## src/rtl/sbt_pkg.sv

```systemverilog
package sbt_pkg;

    localparam int FLAG_W     = 6;
    localparam int NUM_CNT    = 3;
    localparam int CNT_SERIAL = 0;
    localparam int CNT_TEMP   = 1;
    localparam int CNT_STALL  = 2;

    // Bit order is part of the port encoding (bit 5 down to bit 0).
    typedef struct packed {
        logic ser_before;
        logic ser_after;
        logic spr;
        logic store_cond;
        logic temp;
        logic handled;
    } sbt_flags_t;

    typedef enum logic [1:0] {
        SBT_RUN     = 2'd0,
        SBT_BLOCKED = 2'd1,
        SBT_RELEASE = 2'd2
    } sbt_state_e;

    typedef enum logic [1:0] {
        ACT_PASS = 2'd0,
        ACT_PARK = 2'd1,
        ACT_ARM  = 2'd2
    } sbt_act_e;

    function automatic sbt_flags_t sbt_release_flags(sbt_flags_t f);
        sbt_flags_t r;
        r = f;
        r.ser_before = 1'b0;
        return r;
    endfunction

endpackage

```

## src/rtl/sbt_classify.sv

```systemverilog
module sbt_classify
    import sbt_pkg::*;
(
    input  sbt_flags_t flags_i,
    input  logic       ser_next_i,
    output sbt_act_e   act_o,
    output sbt_flags_t flags_o,
    output logic       inc_serial_o,
    output logic       inc_temp_o
);

    always_comb begin
        flags_o            = flags_i;
        flags_o.ser_before = flags_i.ser_before | ser_next_i;
        act_o              = ACT_PASS;
        inc_serial_o       = 1'b0;
        inc_temp_o         = 1'b0;
        if ((flags_i.spr | flags_o.ser_before) & ~flags_i.handled) begin
            act_o = ACT_PARK;
            if (flags_i.temp) begin
                inc_temp_o = 1'b1;
            end else begin
                inc_serial_o    = 1'b1;
                flags_o.handled = 1'b1;
            end
        end else if ((flags_i.store_cond | flags_i.ser_after) & ~flags_i.handled) begin
            act_o           = ACT_ARM;
            flags_o.handled = 1'b1;
            inc_serial_o    = 1'b1;
        end
    end

endmodule

```

## src/rtl/sbt_hold.sv

```systemverilog
module sbt_hold
    import sbt_pkg::*;
#(
    parameter int SEQ_W = 16,
    parameter int TAG_W = 32
) (
    input  logic             clk,
    input  logic             rst,
    input  logic             accept_i,
    input  sbt_act_e         act_i,
    input  sbt_flags_t       flags_i,
    input  logic [SEQ_W-1:0] seq_i,
    input  logic [TAG_W-1:0] tag_i,
    input  logic             rob_empty_i,
    input  logic             fq_empty_i,
    input  logic             squash_valid_i,
    input  logic [SEQ_W-1:0] squash_seq_i,
    output sbt_state_e       state_o,
    output logic             ser_next_o,
    output logic             held_valid_o,
    output logic             out_valid_o,
    output logic [SEQ_W-1:0] out_seq_o,
    output logic [TAG_W-1:0] out_tag_o,
    output sbt_flags_t       out_flags_o
);

    logic [SEQ_W-1:0] held_seq;
    logic [TAG_W-1:0] held_tag;
    sbt_flags_t       held_flags;
    logic             kill;
    logic             drained;

    assign kill    = (state_o != SBT_RUN) & held_valid_o & squash_valid_i
                   & (held_seq > squash_seq_i);
    assign drained = rob_empty_i & fq_empty_i;

    always_ff @(posedge clk) begin
        if (rst) begin
            state_o      <= SBT_RUN;
            ser_next_o   <= 1'b0;
            held_valid_o <= 1'b0;
            held_seq     <= '0;
            held_tag     <= '0;
            held_flags   <= '0;
            out_valid_o  <= 1'b0;
            out_seq_o    <= '0;
            out_tag_o    <= '0;
            out_flags_o  <= '0;
        end else begin
            out_valid_o <= 1'b0;
            case (state_o)
                SBT_RUN: begin
                    if (accept_i) begin
                        ser_next_o <= (act_i == ACT_ARM);
                        if (act_i == ACT_PARK) begin
                            held_valid_o <= 1'b1;
                            held_seq     <= seq_i;
                            held_tag     <= tag_i;
                            held_flags   <= flags_i;
                            state_o      <= SBT_BLOCKED;
                        end else begin
                            out_valid_o <= 1'b1;
                            out_seq_o   <= seq_i;
                            out_tag_o   <= tag_i;
                            out_flags_o <= flags_i;
                        end
                    end
                end
                SBT_BLOCKED: begin
                    if (kill) begin
                        held_valid_o <= 1'b0;
                        state_o      <= SBT_RUN;
                    end else if (drained) begin
                        state_o <= SBT_RELEASE;
                    end
                end
                SBT_RELEASE: begin
                    held_valid_o <= 1'b0;
                    state_o      <= SBT_RUN;
                    if (!kill) begin
                        out_valid_o <= 1'b1;
                        out_seq_o   <= held_seq;
                        out_tag_o   <= held_tag;
                        out_flags_o <= sbt_release_flags(held_flags);
                    end
                end
                default: state_o <= SBT_RUN;
            endcase
        end
    end

    // no release without both empty indications
    assert_wait_drain_R9: assert property (@(posedge clk) disable iff (rst)
        (state_o == SBT_BLOCKED && !drained && !kill) |=> state_o == SBT_BLOCKED);

    // release delivers the parked instruction without its wait-before mark
    assert_release_R9: assert property (@(posedge clk) disable iff (rst)
        (state_o == SBT_RELEASE && !kill)
        |=> out_valid_o && !out_flags_o.ser_before && out_seq_o == $past(held_seq));

    // younger parked barrier discarded on squash
    assert_squash_drop_R10: assert property (@(posedge clk) disable iff (rst)
        kill |=> state_o == SBT_RUN && !held_valid_o && !out_valid_o);

endmodule

```

## src/rtl/sbt_count.sv

```systemverilog
module sbt_count #(
    parameter int N = 3,
    parameter int W = 16
) (
    input  logic                clk,
    input  logic                rst,
    input  logic [N-1:0]        inc_i,
    output logic [N-1:0][W-1:0] cnt_o
);

    for (genvar g = 0; g < N; g++) begin : g_cnt
        always_ff @(posedge clk) begin
            if (rst) begin
                cnt_o[g] <= '0;
            end else if (inc_i[g]) begin
                cnt_o[g] <= cnt_o[g] + 1'b1;
            end
        end
    end

endmodule

```

## src/rtl/ser_barrier_tracker.sv

```systemverilog
module ser_barrier_tracker
    import sbt_pkg::*;
#(
    parameter int SEQ_W = 16,
    parameter int TAG_W = 32,
    parameter int CNT_W = 16
) (
    input  logic              clk,
    input  logic              rst,
    input  logic              in_valid,
    input  logic [SEQ_W-1:0]  in_seq,
    input  logic [TAG_W-1:0]  in_tag,
    input  logic [FLAG_W-1:0] in_flags,
    input  logic              rob_empty,
    input  logic              fq_empty,
    input  logic              squash_valid,
    input  logic [SEQ_W-1:0]  squash_seq,
    output logic              out_valid,
    output logic [SEQ_W-1:0]  out_seq,
    output logic [TAG_W-1:0]  out_tag,
    output logic [FLAG_W-1:0] out_flags,
    output logic              stall_req,
    output logic              ser_next,
    output logic              held_valid,
    output logic [CNT_W-1:0]  cnt_serial,
    output logic [CNT_W-1:0]  cnt_temp,
    output logic [CNT_W-1:0]  cnt_stall
);

    sbt_flags_t                      flags_in;
    sbt_flags_t                      flags_eff;
    sbt_flags_t                      flags_out;
    sbt_act_e                        act;
    sbt_state_e                      state;
    logic                            inc_serial;
    logic                            inc_temp;
    logic                            accept;
    logic [NUM_CNT-1:0]              cnt_inc;
    logic [NUM_CNT-1:0][CNT_W-1:0]   cnt_all;

    assign flags_in  = sbt_flags_t'(in_flags);
    assign accept    = in_valid & (state == SBT_RUN);
    assign stall_req = (state != SBT_RUN);
    assign out_flags = flags_out;

    sbt_classify u_classify (
        .flags_i      (flags_in),
        .ser_next_i   (ser_next),
        .act_o        (act),
        .flags_o      (flags_eff),
        .inc_serial_o (inc_serial),
        .inc_temp_o   (inc_temp)
    );

    sbt_hold #(.SEQ_W(SEQ_W), .TAG_W(TAG_W)) u_hold (
        .clk            (clk),
        .rst            (rst),
        .accept_i       (accept),
        .act_i          (act),
        .flags_i        (flags_eff),
        .seq_i          (in_seq),
        .tag_i          (in_tag),
        .rob_empty_i    (rob_empty),
        .fq_empty_i     (fq_empty),
        .squash_valid_i (squash_valid),
        .squash_seq_i   (squash_seq),
        .state_o        (state),
        .ser_next_o     (ser_next),
        .held_valid_o   (held_valid),
        .out_valid_o    (out_valid),
        .out_seq_o      (out_seq),
        .out_tag_o      (out_tag),
        .out_flags_o    (flags_out)
    );

    always_comb begin
        cnt_inc             = '0;
        cnt_inc[CNT_SERIAL] = accept & inc_serial;
        cnt_inc[CNT_TEMP]   = accept & inc_temp;
        cnt_inc[CNT_STALL]  = stall_req;
    end

    sbt_count #(.N(NUM_CNT), .W(CNT_W)) u_count (
        .clk   (clk),
        .rst   (rst),
        .inc_i (cnt_inc),
        .cnt_o (cnt_all)
    );

    assign cnt_serial = cnt_all[CNT_SERIAL];
    assign cnt_temp   = cnt_all[CNT_TEMP];
    assign cnt_stall  = cnt_all[CNT_STALL];

    // plain instruction forwarded unchanged one cycle later
    assert_plain_fwd_R2: assert property (@(posedge clk) disable iff (rst)
        (!stall_req && in_valid && in_flags == '0 && !ser_next)
        |=> out_valid && out_seq == $past(in_seq) && out_flags == '0);

    // wait-after / store-conditional arms the one-shot request
    assert_arm_R3: assert property (@(posedge clk) disable iff (rst)
        (!stall_req && in_valid && !ser_next && !in_flags[0] && !in_flags[5]
         && !in_flags[3] && (in_flags[4] || in_flags[2]))
        |=> ser_next && out_valid && out_flags[0]);

    // the one-shot request is consumed by the next accepted instruction
    assert_consume_R4: assert property (@(posedge clk) disable iff (rst)
        (!stall_req && in_valid && ser_next) |=> !ser_next);

    // unhandled barrier parks and raises stall
    assert_park_R5: assert property (@(posedge clk) disable iff (rst)
        (!stall_req && in_valid && !in_flags[0] && (in_flags[5] || in_flags[3] || ser_next))
        |=> stall_req && held_valid && !out_valid);

    // input ignored while stalled
    assert_ignore_R7: assert property (@(posedge clk) disable iff (rst)
        stall_req |=> $stable(cnt_serial) && $stable(cnt_temp) && $stable(ser_next));

    // stall cycles counted one by one
    assert_stall_cnt_R8: assert property (@(posedge clk) disable iff (rst)
        stall_req |=> cnt_stall == CNT_W'($past(cnt_stall) + 1'b1));

endmodule

```

## config.mk

```make
export PLATFORM = sky130hd
export DESIGN_NAME = ser_barrier_tracker
export DESIGN_NICKNAME = d
export VERILOG_FILES = /design/src/rtl/sbt_pkg.sv /design/src/rtl/sbt_classify.sv /design/src/rtl/sbt_hold.sv /design/src/rtl/sbt_count.sv /design/src/rtl/ser_barrier_tracker.sv
export SDC_FILE = /design/constraint.sdc
export NUM_CORES = 1
export LEC_CHECK = 0
export ABC_AREA = 1
export ABC_CLOCK_PERIOD_IN_PS = 3000
export BUFFER_PORTS_ARGS = -buffer_cell sky130_fd_sc_hd__buf_4
export CAP_MARGIN = 10
export CELL_PAD_IN_SITES_DETAIL_PLACEMENT = 1
export CELL_PAD_IN_SITES_GLOBAL_PLACEMENT = 2
export CORE_MARGIN = 2
export CORE_UTILIZATION = 31
export DETAILED_ROUTE_END_ITERATION = 10
export GPL_TIMING_DRIVEN = 0
export PLACE_DENSITY = 0.84
export SYNTH_ARGS = -nofsm -noshare
export SYNTH_HDL_FRONTEND = slang
export SYNTH_SLANG_ARGS = --single-unit
```

## constraint.sdc

```tcl
create_clock -name clk -period 3 [get_ports clk]
set_clock_uncertainty 0.05 [all_clocks]
set_input_delay 0.6 -clock clk [delete_from_list [all_inputs] [get_ports clk]]
set_output_delay 0.6 -clock clk [all_outputs]
set_load 0.05 [all_outputs]
```

# == Yosys cells after proc, flatten, opt, wreduce, memory -nomap -nowiden ==
# Index checks and enable logic that the tools add are counted.
# totals
inputBits,76
ff_bits,160
word_cells,93
# op_classes
n_eq_ne,10
bitwise,13
muxes,35
add_sub_neg,3
n_lt_le_gt_ge,1
n_reduce_logical,9
# ops
op,n
$mux W32,3
$pmux W32 S2,1
$add A16 B1 Y16 const B,3
$mux W16,3
$pmux W16 S2,1
$mux W6,3
$gt A16 B16 Y1,1
$mux W1,14
$mux W2,6
$pmux W6 S2,1
$and A1 B1 Y1,9
$reduce_and A4 Y1,2
$ne A2 B2 Y1 const B,3
$reduce_and A3 Y1,2
$eq A2 B1 Y1 const B,2
$eq A2 B2 Y1 const B,2
$ne A2 B1 Y1 const B,2
$pmux W2 S2,1
$reduce_bool A2 Y1,2
$ne A3 B1 Y1 const B,1
$or A1 B1 Y1,3
$pmux W1 S3,1
$reduce_bool A3 Y1,1
$logic_not A2 Y1,1
3 further kinds,3

# == Depth between registers and ports, before layout ==
# Gate-level depths: netlist of the first run.
# logic_depth
ltp_word,8
ltp_mapped,16
ltp_nobuf,16

# == Hierarchy ==
# Synthesis of the first run repeated with hierarchy kept, for this count alone.
# unflattened
hier_cells,1083
hier_area_um2,7499.7
# by_module_without_submodules
module,n_inst,cells_each,seq_area_each_um2,area_per_inst_um2
sbt_hold,1,703,2242.2,5006.1
sbt_count,1,350,960.9,2349.8
sbt_classify,1,22,0.0,108.9
ser_barrier_tracker,1,8,0.0,35.0

# == Worst setup path after synthesis of the first run ==
# No wires, ideal clock.
# synth_timing
path_type,flip-flop to flip-flop
from,register u_hold.state_o[0]
to,register u_count.cnt_o[46] (netlist bit)
setup_ps,114
path_stages_with_launch,14
arrival_time_ps,1951
path_buffers,0
t_required_ps,2836
setup_slack_ps,884
path_cell_list,dfxtp_1 inv_1 ha_1 clkinv_2 and3_1 nand3_1 nor2_1 nand3_1 inv_1 nand3_1 nor2_1 nand2_1 nand2_1 nor2_1
# synth_between
elab_chain_cells,1
# synth_rtl
item,line_no,source
start: declaration,sbt_hold.sv:18,"output sbt_state_e state_o,"
start signal: assignment,sbt_hold.sv:39,state_o <= SBT_RUN;
start signal: assignment,sbt_hold.sv:60,state_o <= SBT_BLOCKED;
start signal: assignment,sbt_hold.sv:72,state_o <= SBT_RUN;
$reduce_bool A2 Y1,ser_barrier_tracker.sv:43,assign stall_req = (state != SBT_RUN);
net stall_req,ser_barrier_tracker.sv:22,"output logic stall_req,"
end signal: indexed assignment,sbt_count.sv:16,cnt_o[g] <= cnt_o[g] + 1'b1;
end: declaration,sbt_count.sv:8,output logic [N-1:0][W-1:0] cnt_o
# The timed path passes the listed nets, and every way through them passes these cells.
# A chain may end at the register's enable or synchronous reset.

# == Worst setup path after layout of the first run ==
# layout_timing
from,register u_hold.held_seq[15]
to,register u_hold.out_tag_o[30]
# layout_between
elab_chain_cells,4
# layout_rtl
item,line_no,source
start: declaration,sbt_hold.sv:27,logic [SEQ_W-1:0] held_seq;
start signal: assignment,sbt_hold.sv:57,held_seq <= seq_i;
$gt A16 B16 Y1,sbt_hold.sv:34,& (held_seq > squash_seq_i);
$and A1 B1 Y1,sbt_hold.sv:34,
$ne A2 B2 Y1 (no source line),-,
$reduce_and A4 Y1 (no source line),-,
end signal: assignment,sbt_hold.sv:64,out_tag_o <= tag_i;
end signal: assignment,sbt_hold.sv:83,out_tag_o <= held_tag;
end: declaration,sbt_hold.sv:23,"output logic [TAG_W-1:0] out_tag_o,"
# No other way between the ends.

==> results.json, run 1 <==
{
  "grt.overflow.total": 0,
  "power_density_nw_per_um2": 611,
  "cts_buffer_depth": 2,
  "post_cts_buffers": 0,
  "tritoncts": "built",
  "cp_top_family": "compound AO/OA/AOI/OAI gates",
  "n_fill_cell": 3011,
  "finalPower_w": 0.00592,
  "end_kind": "register",
  "viasPerCell": 4.75,
  "clock-root-buffer": "clkbuf_16",
  "synth.top_cell.area_share_pct": 43.5,
  "synth_edf_count": 0,
  "syn_inst": 1054,
  "setup_tns_ns": 0,
  "syn_area_um2": 7360,
  "crit_cells": 9,
  "start_util_pct": 31.5,
  "critPathMostFrequentCell": "a21oi_1",
  "grt_max_degree": 17,
  "cp_max_fo": 10,
  "peakVddDrop_v": 0.000279,
  "cts_hold_buf": 0,
  "dpl_cell_area_um2": 9110,
  "hold_violations": 0,
  "postRouteAntennaNets": 0,
  "clk_latency_ns": 0.42,
  "grt.total_usage_pct": 20.4,
  "rows": 56,
  "numPortBuffers": 180,
  "grt_pass1_vias": 7708,
  "ioPinCount": 182,
  "ctsHtreeMaxLevel": 4,
  "drv_cap": 0,
  "first_pass_iters": 4,
  "critPathKind": "reg2reg",
  "whs_ns": 0.362,
  "r2r-end": "u_hold.out_tag_o[30]",
  "fin_crit_sh_pct": 85.9,
  "fmax_ghz": 0.388,
  "diodes": 0,
  "seq_area_um2": 3200,
  "cts_resized": 0,
  "cts_sinks": 160,
  "worstPathArrival_ns": 2.88,
  "die_h_um": 158,
  "r2r_start": "u_hold.held_seq[15]",
  "fin_nets": 1352,
  "setup_violations": 0,
  "worst_slack_ns": 0.422,
  "maxSlewViolCount": 0,
  "ys_top_cells_by_area": "dfxtp_1, nand2_1, a21oi_1",
  "multiInputGateArea_um2": 3590,
  "num_vias": 7513,
  "die_area_um2": 25000,
  "rrSetupSlack_ns": 0.42,
  "p_leak_nw": 4.26,
  "synthArstFlopShare_pct": 0,
  "ys_warn_count": 0,
  "dr.first_iter.drc_count": 232,
  "outcome": "complete, no violations",
  "synthDistinctLibCells": 35,
  "holdCritPathClass": "in2reg",
  "critPathBufInv": 1,
  "synth_area_leader_cell": "dfxtp_1",
  "ys_seq_elements": 160,
  "place.gp.congestion": 0.759,
  "syn_avg_cell_area_um2": 6.98,
  "hpwl_mm": 18.6,
  "synth_common_cells": "nand2_1, dfxtp_1, a21oi_1",
  "crit_chain": "ha_1 > a21oi_1 > o21ai_0 > a21oi_1 > nand2_1 > nand3_2 > clkbuf_1 > nand3_1 > a21oi_1",
  "critPathRequiredTime_ns": 3.30,
  "cts.clk_slew.worst_paths_ns": 0.07,
  "cpPeakStageDelay_ns": 0.44,
  "synth_most_common_cell": "nand2_1",
  "max_slew_margin_pct": 43.5,
  "synth_flop_cell": "dfxtp_1",
  "rsz0062_at_grt": "false",
  "cts_buffers": 17,
  "start_kind": "register",
  "routed_wl_mm": 25.2,
  "period_minus_slack_ns": 2.58,
  "antenna_found_initial": 0,
  "route.detailed.drc": 0,
  "endpoint": "u_hold.out_tag_o[30]",
  "drive_gt1_share_pct": 18.8,
  "pre_cts_ws_ns": 0.0821,
  "areaGrowthSynthToFinish_pct": 31.6,
  "die_x_um": 158,
  "finalInstanceArea_um2": 9690,
  "tightest_slew_ns": 0.848,
  "wl_per_cell_um": 15.9,
  "core_area_um2": 23400,
  "grt_pass1_wl_mm": 39.8,
  "slowest_stage": "dfxtp_1",
  "yosysSeqAreaShare_pct": 43.5,
  "syn_nets": 1153,
  "r2r_cells": 9,
  "startpoint": "u_hold.held_seq[15]"
}
## how the worst min path moves through the flow
stage	slack [ns]	startpoint	depth (start not counted)	end
6_report	0.36	in_tag[23]	3	u_hold.held_tag[23]
5_1_grt	0.36	in_tag[25]	3	u_hold.held_tag[25]
4_1_cts	0.35	in_tag[20]	3	u_hold.held_tag[20]
3_5_place_dp	0.40	u_hold.held_tag[31]	2	u_hold.held_tag[31]
3_3_place_gp	0.39	u_hold.held_flags[4]	2	u_hold.held_flags[4]
2_1_floorplan	0.37	u_hold.held_tag[31]	2	u_hold.held_tag[31]
## state kept, by name, summed over array words and instances (netlist names), 2 cells and up
register / flops
u_hold.out_flags_o: 6
u_hold.out_seq_o: 16
u_hold.held_seq: 16
u_hold.held_tag: 32
u_hold.out_tag_o: 32
u_hold.state_o: 2
u_hold.held_flags: 5
u_count.cnt_o: 48
## power breakdown
part	leakage (nW)	total, W	internal (W)	switching [W]
logic	2.69	0.00133	0.000409	0.000925
registers	1.30	0.00238	0.00228	0.0000948
clock network	0.272	0.00221	0.00130	0.000909
total	4.26	0.00592	0.00399	0.00193
## metrics by stage
| step | utilization [%] | cells |
|---|---|---|
| final | 41.4 | 1583 |
| after global routing | 41.4 | 1583 |
| after CTS | 41.4 | 1583 |
| after detailed placement | 38.9 | 1553 |
| after global placement | 38.9 | 1553 |
| after floorplan | - | 1054 |
## cell usage in the layout, fill, tap and decap left out, types with 4 or more instances in the layout
cell type	n
buf_4	180
buf_2	9
nor3_1	16
clkbuf_1	47
inv_1	86
nor2_4	4
dfxtp_1	160
nand2_1	265
nor3b_1	4
nor2_1	116
xor2_1	4
ha_1	23
nand3_1	73
o21ai_0	92
nand4_1	6
clkbuf_16	17
a21oi_1	121
## kinds of logic (layout without fill, tap and decap cells)
family | Yosys count | count (layout) | share of synthesized area [%]
AND/OR/NAND/NOR | 499 | 499 | 28.9
AO/OA/AOI/OAI | 220 | 220 | 15.3
flip-flops | 160 | 160 | 43.5
buffers and inverters | 146 | 356 | 7.72
adder cells (fa/ha/maj) | 23 | 23 | 3.91
XOR/XNOR | 6 | 6 | 0.714
## area by class of cell
type	instances	area share, %
multi-input cells	748	37.1
plain buffers	56	2.36
clock buffers	20	4.51
well taps	319	4.12
flip-flops and latches	160	33.1
clock inverters	10	1.45
inverters	90	3.50
repair buffers	180	13.9
## routing by layer
metal	wire (um)	GRT usage (%)	part of all wire, %	vias up
met5	0	0	0	-
met4	314	5.45	1.2	0
met3	676	2.71	2.7	21
met2	12200	35.5	48	121
met1	12000	26.6	48	3560
li1	-	-	-	3811
## worst min-delay path: stages
cell    delay (ns)
buf_4         0.08
nor2_1        0.04
nor2_1        0.08
(Power assumes the default switching activity.)
==> inputs of run 2 (changes only) <==
- ABC_CLOCK_PERIOD_IN_PS: 3000 -> 2700
- CORE_UTILIZATION: 31 -> 29
- PLACE_DENSITY: 0.84 -> 0.79
- clock period: 3 -> 2.7 ns (I/O delays scaled with it)
==> run 2 against run 1 <==
Against the previous run:
- hold slack worse by 0.062 ns
- count of clock-buffer cells in the layout is 2 lower
- fmax is 1.9% higher
- highest routed layer unchanged
- final cell count is 0.69% higher
- sequential power is 11% higher
- worst setup slack worse by 0.25 ns
- die area is 6.7% higher
- utilization is 2.7 points lower
- critical path depth is 1 higher
- sequential cell count stayed put
- register-to-register slack worse by 0.25 ns
==> results.json, run 2 (synthesized netlist as in run 1, its figures left out) <==
{
  "antenna_found_initial": 0,
  "hpwl_mm": 18.9,
  "min_path_cells": 3,
  "start_util_pct": 29.4,
  "drv_cap": 0,
  "cp_max_fo": 10,
  "finalPower_w": 0.00656,
  "cts.clk_slew.worst_paths_ns": 0.07,
  "r2r_cells": 10,
  "tritoncts": "built",
  "die_h_um": 163,
  "n_fill_cell": 3208,
  "largest-register": "u_count.cnt_o",
  "numPortBuffers": 180,
  "route.detailed.drc": 0,
  "first_pass_iters": 4,
  "clock-root-buffer": "clkbuf_16",
  "rsz0062_at_grt": "true",
  "fin_nets": 1352,
  "worstPathArrival_ns": 2.83,
  "final_cell_mix": "nand2_1, buf_4, dfxtp_1",
  "outcome": "complete, no violations",
  "holdCritPathClass": "in2reg",
  "end_kind": "register",
  "fmax_ghz": 0.395,
  "place.gp.congestion": 0.761,
  "clk_latency_ns": 0.42,
  "wl_per_cell_um": 15.9,
  "num_vias": 7493,
  "pre_cts_ws_ns": -0.198,
  "period_minus_slack_ns": 2.53,
  "diodes": 0,
  "routed_wl_mm": 25.4,
  "maxSlewViolCount": 0,
  "ioPinCount": 182,
  "critPathRequiredTime_ns": 3.01,
  "p_leak_nw": 4.27,
  "critPathKind": "reg2reg",
  "die_x_um": 163,
  "drive_gt1_share_pct": 19.1,
  "hold_violations": 0,
  "setup_violations": 0,
  "grt.overflow.total": 0,
  "setup_tns_ns": 0,
  "core_area_um2": 25000,
  "power_density_nw_per_um2": 676,
  "rows": 58,
  "peakVddDrop_v": 0.000326,
  "grt_pass1_wl_mm": 40.1,
  "dr.first_iter.drc_count": 350,
  "layout_commonest_cell": "nand2_1",
  "ctsHtreeMaxLevel": 4,
  "whs_ns": 0.301,
  "grt_max_degree": 17,
  "viasPerCell": 4.70,
  "grt_pass1_vias": 7526,
  "cts_sinks": 160,
  "cts_buffers": 17,
  "start_kind": "register",
  "die_area_um2": 26700,
  "worst_slack_ns": 0.171,
  "postRouteAntennaNets": 0,
  "max_slew_margin_pct": 46.9,
  "largest_reg_flops": 48,
  "grt.total_usage_pct": 19.2,
  "areaGrowthSynthToFinish_pct": 31.8,
  "reg_top3": "u_count.cnt_o (48), u_hold.held_tag (32), u_hold.out_tag_o (32)",
  "fin_crit_sh_pct": 93.7,
  "tightest_slew_ns": 0.796,
  "cts_buffer_depth": 2
}
[run 2: changes by cell type in the layout (fill, tap and decap cells not counted), sizes merged]
cell      before  now
inv           88   91
clkbuf        64   62
bufinv         3    2
clkinv         6    5
clkinvlp       3    4
[run 2: through the flow]
stage,instance area (um^2),util (%),cells
4_1_cts,9700,38.7,1594
6_report,9700,38.7,1594
3_3_place_gp,9130,36.4,1564
2_1_floorplan,7360,-,1054
5_1_grt,9700,38.7,1594
3_5_place_dp,9130,36.4,1564
[run 2: final cells by class]
cell class,count,area [um^2],share of cell area (%)
tap,330,413,4.26
buffer,56,230,2.37
inverter,90,339,3.50
multi-input combinational,748,3590,37.0
clock inverter,12,135,1.39
sequential,160,3200,33.0
clock buffer,18,439,4.53
timing repair buffer,180,1350,13.9
[run 2: layer usage]
metal / wire, um / up-vias / track usage, %
li1: - / 3821 / -
met1: 12400 / 3546 / 25.6
met2: 11900 / 116 / 32.1
met3: 881 / 10 / 3.30
met4: 198 / 0 / 5.07
met5: 0 / - / 0
[run 2: worst max-delay path, stage by stage, from the launching register on]
cell and delay (ns):
dfxtp_1 0.37, ha_1 0.32, nand2_1 0.07, nor2_1 0.15, nand2_1 0.14, nor2_1 0.22, nor2_1 0.09, nand3_2 0.23
clkbuf_1 0.43, nand3_1 0.20, a21oi_1 0.18
[run 2: worst paths after layout]
check / startpoint / to / slack [ns]
worst max-delay path: u_hold.held_seq[15] / u_hold.out_seq_o[15] / 0.17
worst min-delay path: in_tag[10] / u_hold.held_tag[10] / 0.30
worst max register to register: u_hold.held_seq[15] / u_hold.out_seq_o[15] / 0.17
worst min register to register: u_hold.held_flags[4] / u_hold.held_flags[4] / 0.40
[run 2: timing repair]
item / CTS / global route
setup buffers: 0 / 0
gates resized for setup: 0 / 2
endpoints found under the setup margin: 0 / 13
hold buffers: 0 / 0
[run 2: where the power goes]
group	switching, W	internal, W
Combinational	0.00103	0.000455
Sequential	0.000103	0.00254
Clock	0.00105	0.00138
Total	0.00218	0.00437
==> inputs of run 3 (changes only) <==
- ABC_CLOCK_PERIOD_IN_PS: 2700 -> 2300
- CORE_UTILIZATION: 29 -> 26
- PLACE_DENSITY: 0.79 -> 0.75
- clock period: 2.7 -> 2.3 ns (I/O delays scaled with it)
==> run 3 against run 2 <==
Against the previous run:
- first-iteration DRC count is 17% lower
- largest cell class unchanged
- register-to-register slack hardly changed
- via count is 0.64% higher
- critical endpoint is now u_hold.out_flags_o[0]
- clock power is 23% higher
- sequential cell count stayed put
- final area is 2.5% higher
- hold slack worse by 0.084 ns
- critical path depth is 1 lower
- largest power group unchanged
==> results.json, run 3 (synthesized netlist as in run 1, its figures left out) <==
{
  "antenna_found_initial": 0,
  "maxSlewViolCount": 0,
  "period_minus_slack_ns": 2.12,
  "whs_ns": 0.217,
  "grt_pass1_wl_mm": 41.4,
  "largest_reg_flops": 48,
  "final_util_pct": 35.7,
  "num_vias": 7541,
  "cts.clk_slew.worst_paths_ns": 0.07,
  "use_met2_pct": 31.1,
  "wl_per_cell_um": 16.3,
  "layout_commonest_cell": "nand2_1",
  "critPathKind": "reg2reg",
  "tightest_slew_ns": 0.838,
  "max_slew_margin_pct": 44.1,
  "die_area_um2": 29700,
  "min-delay-start": "in_tag[27]",
  "cts_buffer_depth": 2,
  "critPathRequiredTime_ns": 2.57,
  "grt.total_usage_pct": 18.2,
  "die_h_um": 172,
  "met1_usage_pct": 23.8,
  "viasPerCell": 4.58,
  "core_area_um2": 27900,
  "grt_max_degree": 17,
  "routed_wl_mm": 26.8,
  "cts_sinks": 160,
  "worstPathArrival_ns": 2.39,
  "route.detailed.drc": 0,
  "first_pass_iters": 5,
  "top_usage_layer": "met2",
  "hpwl_mm": 19.6,
  "power_density_nw_per_um2": 798,
  "postRouteAntennaNets": 0,
  "cts_buffers": 17,
  "start_util_pct": 26.4,
  "startpoint": "u_hold.state_o[0]",
  "numPortBuffers": 180,
  "slowest_stage": "clkbuf_1",
  "dpl.cell_count": 1612,
  "dr.first_iter.drc_count": 291,
  "finalPower_w": 0.00793,
  "worst_slack_ns": 0.180,
  "tritoncts": "built",
  "clk_latency_ns": 0.43,
  "use_met3_pct": 2.70,
  "areaGrowthSynthToFinish_pct": 35.1,
  "grt_pass1_vias": 7627,
  "p_leak_nw": 4.35,
  "end_kind": "register",
  "cpPeakStageDelay_ns": 0.44,
  "ioPinCount": 182,
  "holdCritPathClass": "in2reg",
  "cp_max_fo": 10,
  "setup_violations": 0,
  "crit_chain": "inv_1 > ha_1 > inv_2 > clkbuf_1 > o2111ai_1 > o21ai_0 > nand3_1 > nand2_1 > nor2_1",
  "place.gp.congestion": 0.777,
  "ctsHtreeMaxLevel": 4,
  "rrSetupSlack_ns": 0.18,
  "rows": 61,
  "instances_no_fill": 1648,
  "fin_crit_sh_pct": 92.2,
  "outcome": "complete, no violations",
  "diodes": 0,
  "grt.overflow.total": 0,
  "final_cell_mix": "nand2_1, buf_4, dfxtp_1",
  "largest-register": "u_count.cnt_o",
  "drive_gt1_share_pct": 21.3,
  "peakVddDrop_v": 0.000346,
  "pre_cts_ws_ns": -0.571,
  "drv_cap": 0,
  "start_kind": "register",
  "fmax_ghz": 0.472,
  "reg_top3": "u_count.cnt_o (48), u_hold.held_tag (32), u_hold.out_tag_o (32)",
  "clock-root-buffer": "clkbuf_16",
  "r2r_start": "u_hold.state_o[0]",
  "fin_nets": 1356,
  "cts_hold_buf": 0,
  "die_x_um": 172,
  "hold_violations": 0
}
-- run 3: worst paths after layout --
kind                            cells after the start                    end
worst max register to register                      9  u_hold.out_flags_o[0]
worst min register to register                      2    u_hold.held_tag[31]
worst max-delay path                                9  u_hold.out_flags_o[0]
worst min-delay path                                3    u_hold.held_tag[27]
-- run 3: power by group --
group          internal [W]  switching [W]  leakage, nW
clock               0.00173        0.00127        0.291
combinational      0.000581        0.00124         2.76
sequential          0.00298       0.000124         1.30
total               0.00529        0.00264         4.35
-- run 3: critical path, delay by kind of cell (launching register included) --
family | cells | cell delay, ns
buf+inv | 3 | 0.76
flops | 1 | 0.35
compound gates | 2 | 0.33
fa+ha+maj | 1 | 0.31
simple gates | 3 | 0.20
-- run 3: cell type report --
| type | instances | area, um^2 |
|---|---|---|
| Clock inverter | 10 | 125 |
| Buffer | 56 | 263 |
| Fill cell | 3502 | 17900 |
| Inverter | 90 | 339 |
| Clock buffer | 22 | 484 |
| Tap cell | 378 | 473 |
| Multi-Input combinational cell | 749 | 3660 |
| Sequential cell | 160 | 3210 |
| Timing Repair Buffer | 183 | 1390 |
-- run 3: timing repair --
action,in CTS,in global routing
setup buffers,0,3
gates cloned,1,0
resized for setup,24,17
endpoints found under the setup margin,53,58
pin swaps,0,1
-- run 3: routing by layer --
layer	up-vias	routed length, um
li1	3831	-
met1	3541	12600
met4	0	436
met3	25	987
met5	-	0
met2	144	12800
-- run 3: stage by stage --
stage	TNS [ns]	cell area, um^2
6_report	0	9940
5_1_grt	-0.0150	9940
4_1_cts	0	9860
3_5_place_dp	-20.89	9190
3_3_place_gp	-22.27	9190
2_1_floorplan	0	7360
